$ cat src/rtl/spwm_pkg.sv
package spwm_pkg;
  typedef enum logic [1:0] {
    SPWM_PD   = 2'd0,
    SPWM_POD  = 2'd1,
    SPWM_APOD = 2'd2,
    SPWM_VF   = 2'd3
  } spwm_mode_e;
endpackage

$ cat src/rtl/spwm_rst_sync.sv
module spwm_rst_sync (
  input  logic clk,
  input  logic rst_n,
  output logic rst_sync_n
);
  logic q1, q2;

  always_ff @(posedge clk or negedge rst_n) begin
    if (!rst_n) begin
      q1 <= 1'b0;
      q2 <= 1'b0;
    end else begin
      q1 <= 1'b1;
      q2 <= q1;
    end
  end

  assign rst_sync_n = q2;
endmodule

$ cat src/rtl/spwm_mode_hold.sv
module spwm_mode_hold
  import spwm_pkg::*;
(
  input  logic       clk,
  input  logic       rst_n,
  input  logic       bnd,
  input  logic [1:0] mode_req,
  output spwm_mode_e mode_act
);
  spwm_mode_e act_q, act_d;

  always_comb begin
    act_d = act_q;
    if (bnd) act_d = spwm_mode_e'(mode_req);
  end

  always_ff @(posedge clk or negedge rst_n) begin
    if (!rst_n) act_q <= SPWM_PD;
    else        act_q <= act_d;
  end

  assign mode_act = act_q;
endmodule

$ cat src/rtl/spwm_tri_carrier.sv
module spwm_tri_carrier #(
  parameter int CAR_W = 6,
  parameter int DIV_W = 4
) (
  input  logic             clk,
  input  logic             rst_n,
  input  logic             restart,
  input  logic [DIV_W-1:0] div,
  output logic [CAR_W-1:0] ramp,
  output logic             wrap
);
  localparam logic [CAR_W-1:0] PEAK = {CAR_W{1'b1}};
  localparam logic [CAR_W-1:0] ONE  = CAR_W'(1);

  logic [DIV_W-1:0] pre_q, pre_d;
  logic [CAR_W-1:0] ramp_q, ramp_d;
  logic             up_q, up_d;
  logic             step_en;

  assign step_en = (pre_q == div - DIV_W'(1));
  assign wrap    = step_en && !up_q && (ramp_q == ONE);

  always_comb begin
    pre_d  = pre_q;
    ramp_d = ramp_q;
    up_d   = up_q;
    if (restart) begin
      pre_d  = '0;
      ramp_d = '0;
      up_d   = 1'b1;
    end else begin
      pre_d = step_en ? '0 : pre_q + DIV_W'(1);
      if (step_en) begin
        if (up_q) begin
          ramp_d = ramp_q + ONE;
          if (ramp_q == PEAK - ONE) up_d = 1'b0;
        end else begin
          ramp_d = ramp_q - ONE;
          if (ramp_q == ONE) up_d = 1'b1;
        end
      end
    end
  end

  always_ff @(posedge clk or negedge rst_n) begin
    if (!rst_n) begin
      pre_q  <= '0;
      ramp_q <= '0;
      up_q   <= 1'b1;
    end else begin
      pre_q  <= pre_d;
      ramp_q <= ramp_d;
      up_q   <= up_d;
    end
  end

  assign ramp = ramp_q;
endmodule

$ cat src/rtl/spwm_slicer.sv
module spwm_slicer #(
  parameter int N_CAR = 4,
  parameter int REF_W = 8
) (
  input  logic                        clk,
  input  logic                        rst_n,
  input  logic [REF_W-1:0]            ref_mag,
  input  logic [N_CAR-1:0][REF_W-1:0] car_val,
  output logic [N_CAR-1:0]            gate_pos,
  output logic [N_CAR-1:0]            gate_neg
);
  logic [N_CAR-1:0] hit;

  for (genvar k = 0; k < N_CAR; k++) begin : g_cmp
    assign hit[k] = (ref_mag >= car_val[k]);
  end

  always_ff @(posedge clk or negedge rst_n) begin
    if (!rst_n) begin
      gate_pos <= '0;
      gate_neg <= '0;
    end else begin
      gate_pos <= hit;
      gate_neg <= ~hit;
    end
  end
endmodule

$ cat src/rtl/ml_spwm_gen.sv
module ml_spwm_gen
  import spwm_pkg::*;
#(
  parameter  int LEVELS   = 9,
  parameter  int CAR_W    = 6,
  parameter  int DIV_NOM  = 4,
  parameter  int DIV_VF_A = 10,
  parameter  int DIV_VF_B = 5,
  parameter  int DIV_VF_C = 2,
  localparam int N_CAR    = (LEVELS - 1) / 2,
  localparam int SLOT_W   = $clog2(N_CAR),
  localparam int REF_W    = CAR_W + SLOT_W
) (
  input  logic             clk,
  input  logic             rst_n,
  input  logic [1:0]       mode_sel,
  input  logic [REF_W-1:0] ref_mag,
  output logic [N_CAR-1:0] gate_pos,
  output logic [N_CAR-1:0] gate_neg
);
  localparam int DIV_M1  = (DIV_NOM > DIV_VF_A) ? DIV_NOM : DIV_VF_A;
  localparam int DIV_M2  = (DIV_VF_B > DIV_VF_C) ? DIV_VF_B : DIV_VF_C;
  localparam int DIV_MAX = (DIV_M1 > DIV_M2) ? DIV_M1 : DIV_M2;
  localparam int DIV_W   = $clog2(DIV_MAX + 1);

  logic                        run_n;
  logic                        bnd;
  spwm_mode_e                  mode_act;
  logic [N_CAR-1:0]            car_wrap;
  logic [N_CAR-1:0][CAR_W-1:0] car_ramp;
  logic [N_CAR-1:0][REF_W-1:0] car_val;

  spwm_rst_sync u_rst (
    .clk        (clk),
    .rst_n      (rst_n),
    .rst_sync_n (run_n)
  );

  assign bnd = car_wrap[0];

  spwm_mode_hold u_mode (
    .clk      (clk),
    .rst_n    (run_n),
    .bnd      (bnd),
    .mode_req (mode_sel),
    .mode_act (mode_act)
  );

  for (genvar k = 0; k < N_CAR; k++) begin : g_car
    localparam int DIV_VF_K = (k == 0) ? DIV_VF_A : ((k == 1) ? DIV_VF_B : DIV_VF_C);
    localparam bit MIR_POD  = (k < N_CAR / 2);
    localparam bit MIR_APOD = (k % 2 == 1);

    logic [DIV_W-1:0] div_k;
    logic             mir_k;

    always_comb begin
      div_k = DIV_W'(DIV_NOM);
      mir_k = 1'b0;
      case (mode_act)
        SPWM_POD:  mir_k = MIR_POD;
        SPWM_APOD: mir_k = MIR_APOD;
        SPWM_VF:   div_k = DIV_W'(DIV_VF_K);
        default:   ;
      endcase
    end

    spwm_tri_carrier #(.CAR_W(CAR_W), .DIV_W(DIV_W)) u_tri (
      .clk     (clk),
      .rst_n   (run_n),
      .restart (bnd),
      .div     (div_k),
      .ramp    (car_ramp[k]),
      .wrap    (car_wrap[k])
    );

    assign car_val[k] = {SLOT_W'(k), (mir_k ? ~car_ramp[k] : car_ramp[k])};
  end

  spwm_slicer #(.N_CAR(N_CAR), .REF_W(REF_W)) u_slice (
    .clk      (clk),
    .rst_n    (run_n),
    .ref_mag  (ref_mag),
    .car_val  (car_val),
    .gate_pos (gate_pos),
    .gate_neg (gate_neg)
  );
endmodule

$ cat config.mk
export PLATFORM = sky130hd
export DESIGN_NAME = ml_spwm_gen
export DESIGN_NICKNAME = d
export VERILOG_FILES = /design/src/rtl/spwm_pkg.sv /design/src/rtl/spwm_rst_sync.sv /design/src/rtl/spwm_mode_hold.sv /design/src/rtl/spwm_tri_carrier.sv /design/src/rtl/spwm_slicer.sv /design/src/rtl/ml_spwm_gen.sv
export SDC_FILE = /design/constraint.sdc
export NUM_CORES = 1
export LEC_CHECK = 0
export CORE_MARGIN = 2
export CORE_UTILIZATION = 45
export DETAILED_ROUTE_END_ITERATION = 8
export SYNTH_ARGS = -nofsm -noshare
export SYNTH_HDL_FRONTEND = slang
export SYNTH_SLANG_ARGS = --single-unit
$ cat constraint.sdc
create_clock -name clk -period 2.6 [get_ports clk]
set_input_delay 0.39 -clock clk [delete_from_list [all_inputs] [get_ports clk]]
set_output_delay 0.39 -clock clk [all_outputs]
set_load 0.005 [all_outputs]
### Word-level counts from Yosys, hierarchy flattened

Cells that the tools add are included.

* $add $sub $neg: 15
* order comparisons: 4
* equal/unequal tests: 15
* muxes and demuxes: 49
* bitwise gates (word level): 4
* reductions and logical operators: 8

Operator list (count)
* two-way mux 6 bit: 15
* two-way mux 4 bit: 9
* adder 6 x 1 -> 6 bit (second input constant): 4
* equality test 6 x 1 -> 1 bit (second input constant): 4
* equality test 6 bit (second input constant): 4
* two-way mux 1 bit: 24
* subtractor 6 x 1 -> 6 bit (second input constant): 4
* NOT 6 bit: 3
* adder 4 x 1 -> 4 bit (second input constant): 4
* equality test 4 bit: 4
* >= comparator 8 bit: 2
* >= comparator 8 x 6 -> 1 bit: 1
* >= comparator 8 x 7 -> 1 bit: 1
* nonzero test 2 bit: 4
* subtractor 3 x 1 -> 4 bit (second input constant): 2
* equality test 2 bit (second input constant): 2
* NOT 4 bit: 1
* subtractor 4 x 1 -> 4 bit (second input constant): 1
* two-way mux 3 bit: 1
* equality test 2 x 1 -> 1 bit (second input constant): 1
* logical AND 1 bit: 2
* OR reduction 2 bit: 1
* zero test 1 bit: 1

* register bits after elaboration: 56
* input bits: 12
* output and inout bits: 8
* word-level logic and storage cells: 112

### Logic depth before layout (Yosys ltp)

Gate-level depths: netlist (run 1).

* depth in word-level cells: 7
* depth in mapped cells: 9
* mapped depth without buffers: 8

### By module

From an unflattened synthesis (run 1), not the netlist that was laid out.

* cells, all modules: 470
* area total of the unflattened synthesis: 4763.3 um^2

Modules (own cells, without submodules)
* spwm_tri_carrier: instances 4, cells each 81, area an instance 842.1 um^2, seq. area each 276.5 um^2
* spwm_slicer: instances 1, cells each 109, area an instance 1008.5 um^2, seq. area each 200.2 um^2
* ml_spwm_gen: instances 1, cells each 30, area an instance 260.2 um^2, seq. area each 0.0 um^2
* spwm_mode_hold: instances 1, cells each 4, area an instance 72.6 um^2, seq. area each 50.0 um^2
* spwm_rst_sync: instances 1, cells each 3, area an instance 53.8 um^2, seq. area each 50.0 um^2

### Least setup slack after synthesis (run 1)

Ideal clock, no wire load.

* path type: flip-flop to flip-flop
* from: register u_mode.act_q[0], in the netlist u_mode.mode_act[0]
* to: register g_car[2].u_tri.ramp_q[3]
* library setup time: 126 ps
* data arrival time: 2006 ps
* data required time: 2474 ps
* setup slack: 468 ps
* stages on the path, launching flop included: 7
* path buffers: 2
* period minus slack after synthesis: 2132 ps
* path through: dfrtp_1 > ha_1 > buf_2 > or3b_4 > a2111oi_4 > buf_6 > a21oi_1

* word-level cells in the longest chain between the ends: 7

RTL lines
* from (decl): line spwm_mode_hold.sv:10 `spwm_mode_e act_q, act_d;`
* from (signal assigned): line spwm_mode_hold.sv:19 `else act_q <= act_d;`
* equality test 2 bit *: line ml_spwm_gen.sv:60 `case (mode_act)`
* two-way mux 4 bit: line ml_spwm_gen.sv:60
* subtractor 4 x 1 -> 4 bit: line spwm_tri_carrier.sv:20 `assign step_en = (pre_q == div - DIV_W'(1));`
* equality test 4 bit: line spwm_tri_carrier.sv:20
* logical AND 1 bit (2 in series): line spwm_tri_carrier.sv:21 `assign wrap = step_en && !up_q && (ramp_q == ONE);`
* two-way mux 6 bit / nonzero test 2 bit (equally long branches)
* to (signal assigned): line spwm_tri_carrier.sv:52 `ramp_q <= ramp_d;`
* to (decl): line spwm_tri_carrier.sv:16 `logic [CAR_W-1:0] ramp_q, ramp_d;`

Mark *: on every way between the ends. The rest lies on a longest branch, timed or not.
A chain may end at the register's enable or synchronous reset.

### Final worst setup path (run 1)

* from: register u_mode.act_q[0], in the netlist u_mode.mode_act[0]
* to: register u_slice.gate_pos[1]

* word-level cells in the longest chain between the ends: 5

RTL lines
* equality test 2 bit / equality test 2 x 1 -> 1 bit (equally long branches): line ml_spwm_gen.sv:60
* OR reduction 2 bit (no line) *
* two-way mux 1 bit *: line ml_spwm_gen.sv:60
* two-way mux 6 bit *: line ml_spwm_gen.sv:77 `assign car_val[k] = {SLOT_W'(k), (mir_k ? ~car_ramp[k] : car_ramp[k])};`
* >= comparator 8 x 7 -> 1 bit *: line spwm_slicer.sv:15 `assign hit[k] = (ref_mag >= car_val[k]);`
* named net u_slice.hit[1]: line spwm_slicer.sv:12 `logic [N_CAR-1:0] hit;`
* to (signal assigned): line spwm_slicer.sv:23 `gate_pos <= hit;`
* to (decl): line spwm_slicer.sv:9 `output logic [N_CAR-1:0] gate_pos,`

Mark *: on every way through the listed nets, which the timed path passes. The rest lies on a longest branch.

==> impl_metrics.toml, run 1 <==
[run_status]
status = "complete, no violations"

[sta]
worst_pin_slew_ns = 0.5989
slew-limit-headroom_pct = 59.80
slew_violations = 0
fin_crit_sh_pct = 84.40
fin_crit_ns = 2.194
setup_violations = 0
finalWorstSetupSlack_ns = 0.4055
rsz0062_at_grt = "no"
fmax_ghz = 0.4557
clock_skew_ns = 0.009606
setup_tns_ns = 0
finalHoldViolations = 0

[die]
io_pins = 20
start_util_pct = 46.32
fp.coreArea_um2 = 8217
die_y_um = 95.97
die_area_um2 = 9209
fp.dieW_um = 95.97
rows = 33

[worst_setup_path]
criticalPathCategory = "flop to flop"
cp-startpoint = "u_mode.mode_act[0]"
worstPathRequired_ns = 2.79
cp-start-kind = "flop"
endpoint_kind = "flop"
r2r_end = "u_slice.gate_pos[1]"
rr_startpoint = "u_mode.mode_act[0]"
arrival_ns = 2.38
ff2ff_setup_slack_ns = 0.41
rr_worst_depth = 7
crit_path_end = "u_slice.gate_pos[1]"
path_max_fanout = 6

[cts]
cts_tree = "yes"
clkSinkCount = 56
ctsResizeCount = 0
cts_hold_buf = 0
clkTransAtPathRegs_ns = 0.10
clock-root-buffer = "clkbuf_8"
h-tree-depth = 2
cts_buffers = 5
cts_setup_buffers = 0
ctsLongestPathBuffers = 2
clk_latency_ns = 0.32

[drt]
viasPerCell = 5.434
route.detailed.drc = 0
antenna_left = 0
drtIter0Drc = 72
routedWlPerCell_um = 15.11
routed_wl_um = 7663
vias = 2755
firstDrtPassIters = 4

[global_route]
antenna_found_initial = 0
grt_pass1_vias = 2641
grt_max_degree = 35
grt_pass1_wl_um = 13080
grt_usage_pct = 18.34
grt_overflow = 0

[place]
place.gp.congestion = 0.7697
placed_cells = 499
port_buffers = 19
dp.final_hpwl_um = 5625
dp_slack_ns = 0.4698

[synth]
ys_seq_area_share_pct = 36.95
synth_top_cell_area_share_pct = 34.19
yosysTopAreaCell = "dfrtp_1"
ys_ff_latch = 56
syn_inst = 390
syn_nets = 449
ys_types = 60
syn_area_um2 = 3806
ys.flop_type = "dfrtp_1"
syn_avg_cell_area_um2 = 9.759
synth_edf_count = 0
ys_async_sr_fraction_pct = 100.0
yosys-top-cells-area = "dfrtp_1 34%, ha_1 15%, xnor2_1 6.2%"
yosys_warnings = 0

[finish]
drive_gt1_share_pct = 6.219
stdcell_count = 507
n_antenna_cell = 0
layout.nets = 460
area_delta_synth_final_pct = 9.829
fin_util_pct = 50.88
num-fill-cells = 773

[run]
drv_cap = 0

[pwr]
p_leak_nw = 1.843
power.density_nw_per_um2 = 373.0
ir_worst_vdd_uv = 221.2

[min_path]
hold_class = "input pin to async pin"
[state kept, by name, summed over array words and instances (netlist names)]
name,flops
g_car.u_tri.ramp,24
g_car.u_tri.pre_q,16
g_car.u_tri.up_q,4
u_slice.gate_neg,4
u_slice.gate_pos,4
u_mode.mode_act,2
u_rst.q1,1
u_rst.rst_sync_n,1
[layout make-up]
cell class                 count  area [µm²]  share of cell area [%]
timing repair buffer          24       227.7                   5.447
tap                          105       131.4                   3.143
inverter                      19       71.32                   1.706
multi-input combinational    295        2235                   53.46
clock inverter                 2       35.03                  0.8381
clock buffer                   6       72.57                   1.736
sequential                    56        1408                   33.67
[metrics by stage]
| step | hold slack, ns | cell area (µm²) | power, mW |
|---|---|---|---|
| 3_3_place_gp | 0.2476 | 4073 | 0.9929 |
| 4_1_cts | 0.2116 | 4180 | 1.591 |
| 2_1_floorplan | 0.09441 | 3806 | 0.9395 |
| 5_1_grt | 0.2074 | 4180 | 1.629 |
| 6_report | 0.2164 | 4180 | 1.559 |
| 3_5_place_dp | 0.2476 | 4073 | 0.9960 |
[layout by cell type (no fill, tap or decap), types with 5 or more instances in the layout]
cell,count
dfrtp_1,51
ha_1,47
xnor2_1,27
nor2_1,26
inv_1,19
nand2_1,19
clkdlybuf4s50_1,19
o21ai_0,17
nand3_1,17
a21oi_1,16
xor2_1,13
nor3_1,10
a21o_1,9
nand2b_1,7
mux2i_1,7
and3_1,6
or4_1,5
or3_1,5
clkbuf_8,5
buf_4,5
[critical path, stage by stage (launching register included)]
cell	delay (ns)
dfrtp_1	0.40
inv_1	0.07
ha_1	0.42
xor2_1	0.21
ha_1	0.30
a21o_1	0.19
a221oi_1	0.35
o21ai_0	0.14
[cell families after synthesis]
logic type / share of synthesized area [%]
mux: 1.841
simple gates: 18.57
xor+xnor: 9.205
compound gates: 13.54
buf+inv: 4.339
fa+ha+maj: 15.45
flops: 36.95
other cells: 0.09852
[per-layer routing]
layer	GRT usage, %	vias to the layer above	part of all wire [%]
met5	0	-	0
met4	4.286	0	1.0
met3	2.584	5	1.5
met2	31.12	17	49
met1	24.81	1320	48
li1	-	1413	-
[synthesized netlist by cell type, types with 5 or more instances]
| master | count |
|---|---|
| inv_1 | 19 |
| mux2i_1 | 7 |
| dfrtp_1 | 52 |
| nand2_1 | 19 |
| ha_1 | 47 |
| o21ai_0 | 17 |
| or3_1 | 5 |
| nor3_1 | 10 |
| a21oi_1 | 16 |
| nand3_1 | 17 |
| nand2b_1 | 7 |
| xor2_1 | 13 |
| xnor2_1 | 27 |
| a21o_1 | 9 |
| nor2_1 | 26 |
| and3_1 | 6 |
| clkbuf_1 | 15 |
| or4_1 | 5 |
[worst min-delay path by stage]
stage	from	to	slack [ns]	depth (start not counted)
2_1_floorplan	rst_n	u_rst.q1	0.09	0
5_1_grt	rst_n	u_rst.q1	0.21	1
4_1_cts	rst_n	u_rst.q1	0.21	1
3_5_place_dp	u_rst.rst_sync_n	g_car[3].u_tri.pre_q[0]	0.25	1
6_report	rst_n	u_rst.q1	0.22	1
3_3_place_gp	u_rst.rst_sync_n	g_car[3].u_tri.pre_q[0]	0.25	1
[where the power goes]
part | switching (mW) | leakage, nW | total (mW) | internal, mW
Clock | 0.297 | 0.0552 | 0.584 | 0.287
Combinational | 0.0484 | 1.12 | 0.0943 | 0.0460
Sequential | 0.00263 | 0.663 | 0.881 | 0.879
Total | 0.348 | 1.84 | 1.56 | 1.21
Power figures use the tool's default switching activity.
==> inputs of run 2 (changes only) <==
Settings changed: PLACE_DENSITY set to 0.65.
Clock period 2.6 ns to 1.9 ns, I/O delays scaled along.
==> impl_metrics.toml, run 2 (synthesis gave the netlist of run 1 again) <==
[run_status]
status = "complete, but fails checks"
violations = "setup timing"

[sta]
fmax_ghz = 0.5103
setup_violations = 17
slew_violations = 0
fin_crit_sh_pct = 103.1
clock_skew_ns = 0.007465
finalHoldViolations = 0
fin_crit_ns = 1.960
rsz0062_at_grt = "yes"
finalWorstSetupSlack_ns = -0.05954
setup_tns_ns = -0.6682

[cts]
clock-root-buffer = "clkbuf_8"
h-tree-depth = 2
clk_latency_ns = 0.32
clkSinkCount = 56
ctsLongestPathBuffers = 2
clkTransAtPathRegs_ns = 0.11
cts_buffers = 5
cts_tree = "yes"

[worst_setup_path]
criticalPathCategory = "flop to flop"
r2r_end = "g_car[2].u_tri.ramp[3]"
worstPathRequired_ns = 2.11
endpoint_kind = "flop"
cp_cell_sequence = "ha_4, or3b_4, a2111oi_4, buf_4, buf_6, buf_8, a21oi_1"
cp-start-kind = "flop"
ff2ff_setup_slack_ns = -0.06
critical-path-slowest-cell = "dfrtp_2"
crit_buf_inv = 3
rr_startpoint = "u_mode.mode_act[0]"
critical_path.top_delay_family = "flip-flops"
arrival_ns = 2.17
crit_path_max_incr_delay_ns = 0.47
rr_worst_depth = 7
path_max_fanout = 7

[place]
placed_cells = 527
dp.final_hpwl_um = 5983
place.gp.congestion = 0.7899
port_buffers = 19

[global_route]
grt_max_degree = 55
grt_pass1_vias = 2838
grt_pass1_wl_um = 13770
antenna_found_initial = 0
grt_overflow = 0
grt_usage_pct = 18.92

[finish]
n_antenna_cell = 0
largest_reg_flops = 24
num-fill-cells = 708
most-common-layout-cells = "49 x dfrtp_1, 44 x ha_1, 32 x buf_4"
multiInputGateArea_um2 = 2391
ff_latch_area_um2 = 1410
layout_commonest_cell = "dfrtp_1"
stdcell_count = 542
drive_gt1_share_pct = 20.59
area_delta_synth_final_pct = 22.52
layout.nets = 495

[pwr]
power.density_nw_per_um2 = 464.2
p_leak_nw = 2.037
ir_worst_vdd_uv = 243.1
total_power_mw = 2.165

[die]
io_pins = 20
die_y_um = 95.97
fp.coreArea_um2 = 8217
start_util_pct = 46.32
fp.dieW_um = 95.97
die_area_um2 = 9209
rows = 33

[drt]
routed_wl_um = 8147
drtIter0Drc = 92
antenna_left = 0
route.detailed.drc = 0
firstDrtPassIters = 4
viasPerCell = 5.461
routedWlPerCell_um = 15.03
vias = 2960

[min_path]
hold_class = "input pin to async pin"

[run]
drv_cap = 0
==> run 2: cell types whose count changed in the layout (fill, tap and decap cells not counted), sizes merged <==
cell      before  now
buf            5   40
clkbuf         6    5
clkinv         1    0
clkinvlp       0    1
inv           19   20
==> run 2: cell type report <==
class                      instances  area share [%]
tap                              105           2.817
multi-input combinational        295           51.27
clock inverter                     3          0.9928
timing repair buffer              59           11.62
inverter                          19           1.583
sequential                        56           30.24
clock buffer                       5           1.476
==> run 2: worst max path at each step <==
stage | from | endpoint | depth (start not counted)
final | u_mode.mode_act[0] | g_car[2].u_tri.ramp[3] | 7
after global routing | u_mode.mode_act[0] | u_slice.gate_pos[1] | 7
after CTS | u_mode.mode_act[0] | u_slice.gate_pos[1] | 7
after detailed placement | u_mode.mode_act[0] | u_slice.gate_pos[1] | 7
after global placement | u_mode.mode_act[1] | u_slice.gate_pos[0] | 8
after floorplan | u_mode.mode_act[1] | g_car[2].u_tri.ramp[3] | 6
==> run 2: per-stage QoR <==
step                      instance area [µm²]  worst slack (ns)  util (%)  hold slack [ns]
after floorplan                          3836          -0.08307         -         -0.01059
after global placement                   4304          -0.03659     52.38           0.2722
after detailed placement                 4304          -0.08500     52.38           0.2748
after CTS                                4494          -0.02268     54.70           0.1093
after global routing                     4663           -0.1561     56.75           0.1026
final                                    4663          -0.05954     56.75           0.1163
==> run 2: what timing repair did <==
| item | 4_1_cts | 5_1_grt |
|---|---|---|
| buffers inserted | 2 | 4 |
| resized for setup | 13 | 39 |
| endpoints found under the setup margin | 11 | 32 |
| gates cloned | 0 | 1 |
| pin swaps | 3 | 12 |
| hold buffers | 0 | 0 |
==> run 2: routing by layer <==
layer	vias up	share of wire (%)	wire, µm	track usage, %
met5	-	0	0	0
met4	0	0.85	69	3.571
met3	7	1.7	135	2.584
met2	24	50	4048	32.93
met1	1449	48	3894	25.36
li1	1480	-	-	-
==> run 2: power by group <==
part           total [mW]  switching (mW)  internal [mW]
Sequential           1.21         0.00416           1.20
Clock               0.820           0.422          0.398
Combinational       0.138          0.0681         0.0697
Total                2.16           0.494           1.67
==> inputs of run 3 (changes only) <==
Settings changed: CORE_MARGIN 2 to 1.5.
==> impl_metrics.toml, run 3 (synthesis gave the netlist of run 1 again) <==
[run_status]
status = "complete, but fails checks"
violations = "setup timing"

[drt]
routed_wl_um = 8510
route.detailed.drc = 0
routedWlPerCell_um = 15.82
drtIter0Drc = 72
viasPerCell = 5.539
firstDrtPassIters = 4
vias = 2980
antenna_left = 0

[place]
placed_cells = 521
post_dp_cell_area_um2 = 4272
dp.final_hpwl_um = 5703
port_buffers = 19
place.gp.congestion = 0.7923

[min_path]
hold_class = "input pin to async pin"

[pwr]
p_int_mw = 1.659
p_leak_nw = 2.040
ir_worst_vdd_uv = 386.8
power_frac_clock_pct = 36.6
power_frac_comb_pct = 6.6
switchingPower_mw = 0.4661
power.density_nw_per_um2 = 457.4
p_sw_share_pct = 21.94
pwr-share-seq_pct = 56.8

[cts]
cts_hold_buf = 0
clk_latency_ns = 0.31
clkSinkCount = 56
cts_tree = "yes"
clock-root-buffer = "clkbuf_8"
clkTransAtPathRegs_ns = 0.10
ctsLongestPathBuffers = 2
h-tree-depth = 2
cts_buffers = 5

[global_route]
grt_max_degree = 55
antenna_found_initial = 0
grt_overflow = 0
grt_usage_pct = 19.30
grt_pass1_wl_um = 13480
grt_pass1_vias = 2928

[sta]
fin_crit_ns = 1.951
finalWorstSetupSlack_ns = -0.05091
setup_tns_ns = -0.6158
setup_violations = 21
fmax_ghz = 0.5126
finalHoldViolations = 0
fin_crit_sh_pct = 102.7
clock_skew_ns = 0.008816
rsz0062_at_grt = "yes"
slew_violations = 0

[die]
rows = 33
die_area_um2 = 9018
start_util_pct = 46.32
io_pins = 20
die_y_um = 94.97
fp.dieW_um = 94.97
fp.coreArea_um2 = 8217

[finish]
final_cell_area_um2 = 4646
area_delta_synth_final_pct = 22.06
num-fill-cells = 718
drive_gt1_share_pct = 18.94
layout_commonest_cell = "dfrtp_1"
largest_reg_flops = 24
most-common-layout-cells = "49 x dfrtp_1, 44 x ha_1, 27 x xnor2_1, 27 x buf_4, 22 x nor2_1"
stdcell_count = 538
layout.nets = 492
n_antenna_cell = 0

[worst_setup_path]
path_max_fanout = 7
critical-path-slowest-cell = "dfrtp_2"
cp_cell_sequence = "ha_4, or3b_4, a2111oi_4, buf_6, buf_12, clkbuf_16, nor2_1"
crit_path_max_incr_delay_ns = 0.46
cp-start-kind = "flop"
crit_buf_inv = 3
critical_path.top_delay_family = "flip-flops"
endpoint_kind = "flop"
criticalPathCategory = "flop to flop"
ff2ff_setup_slack_ns = -0.05
worstPathRequired_ns = 2.10
arrival_ns = 2.15

[run]
drv_cap = 0
## run 3: what timing repair did
action                     CTS  global route
setup endpoints to repair   11            21
gates cloned                 0             3
gates resized for setup     11            28
pin swaps                    0             7
setup buffers                1             6
## run 3: area by class of cell
| type | count | area, µm² | share of cell area, % |
|---|---|---|---|
| repair buffers | 56 | 571.8 | 12.31 |
| flip-flops and latches | 56 | 1410 | 30.35 |
| inverters | 19 | 71.32 | 1.535 |
| clock inverters | 1 | 30.03 | 0.6464 |
| well taps | 105 | 131.4 | 2.828 |
| clock buffers | 6 | 72.57 | 1.562 |
| multi-input cells | 295 | 2359 | 50.77 |
## run 3: through the flow
step | total power [mW] | hold WS [ns] | setup slack, ns | util, %
final | 2.125 | 0.1215 | -0.05091 | 56.54
after detailed placement | 1.368 | 0.2755 | -0.09413 | 51.99
after floorplan | 1.287 | -0.01059 | -0.08307 | -
after CTS | 2.144 | 0.1164 | -0.04198 | 53.88
after global placement | 1.363 | 0.2733 | -0.01737 | 51.99
after global routing | 2.212 | 0.1140 | -0.1007 | 56.54
## run 3: worst register-to-register path: stages (launching register included)
cell	delay [ns]
dfrtp_2	0.46
ha_4	0.19
or3b_4	0.39
a2111oi_4	0.31
buf_6	0.19
buf_12	0.12
clkbuf_16	0.15
nor2_1	0.04
## run 3: layer usage
layer / vias up / track usage [%] / share of wire, %
met4: 0 / 5.846 / 2.1
met2: 36 / 32.74 / 47
met3: 23 / 3.221 / 2.1
li1: 1487 / - / -
met5: - / 0 / 0
met1: 1434 / 25.05 / 49
## run 3: power by group through the flow
stage,clock network [mW],logic [mW],registers (mW)
floorplan,0,0.0414,1.25
global placement,0,0.133,1.23
detailed placement,0,0.138,1.23
CTS,0.797,0.140,1.21
global route,0.845,0.159,1.21
finish,0.777,0.141,1.21
## run 3: path summary, 6_finish.rpt
check / depth (start not counted) / endpoint / start
min in group clk: 0 / u_rst.rst_sync_n / u_rst.q1
min: 1 / u_rst.q1 / rst_n
max: 7 / g_car[2].u_tri.pre_q[0] / u_mode.mode_act[1]
min reg2reg: 1 / g_car[1].u_tri.pre_q[2] / u_rst.rst_sync_n
max in group asynchronous: 1 / g_car[3].u_tri.up_q / u_rst.rst_sync_n
max reg2reg: 7 / g_car[2].u_tri.pre_q[0] / u_mode.mode_act[1]
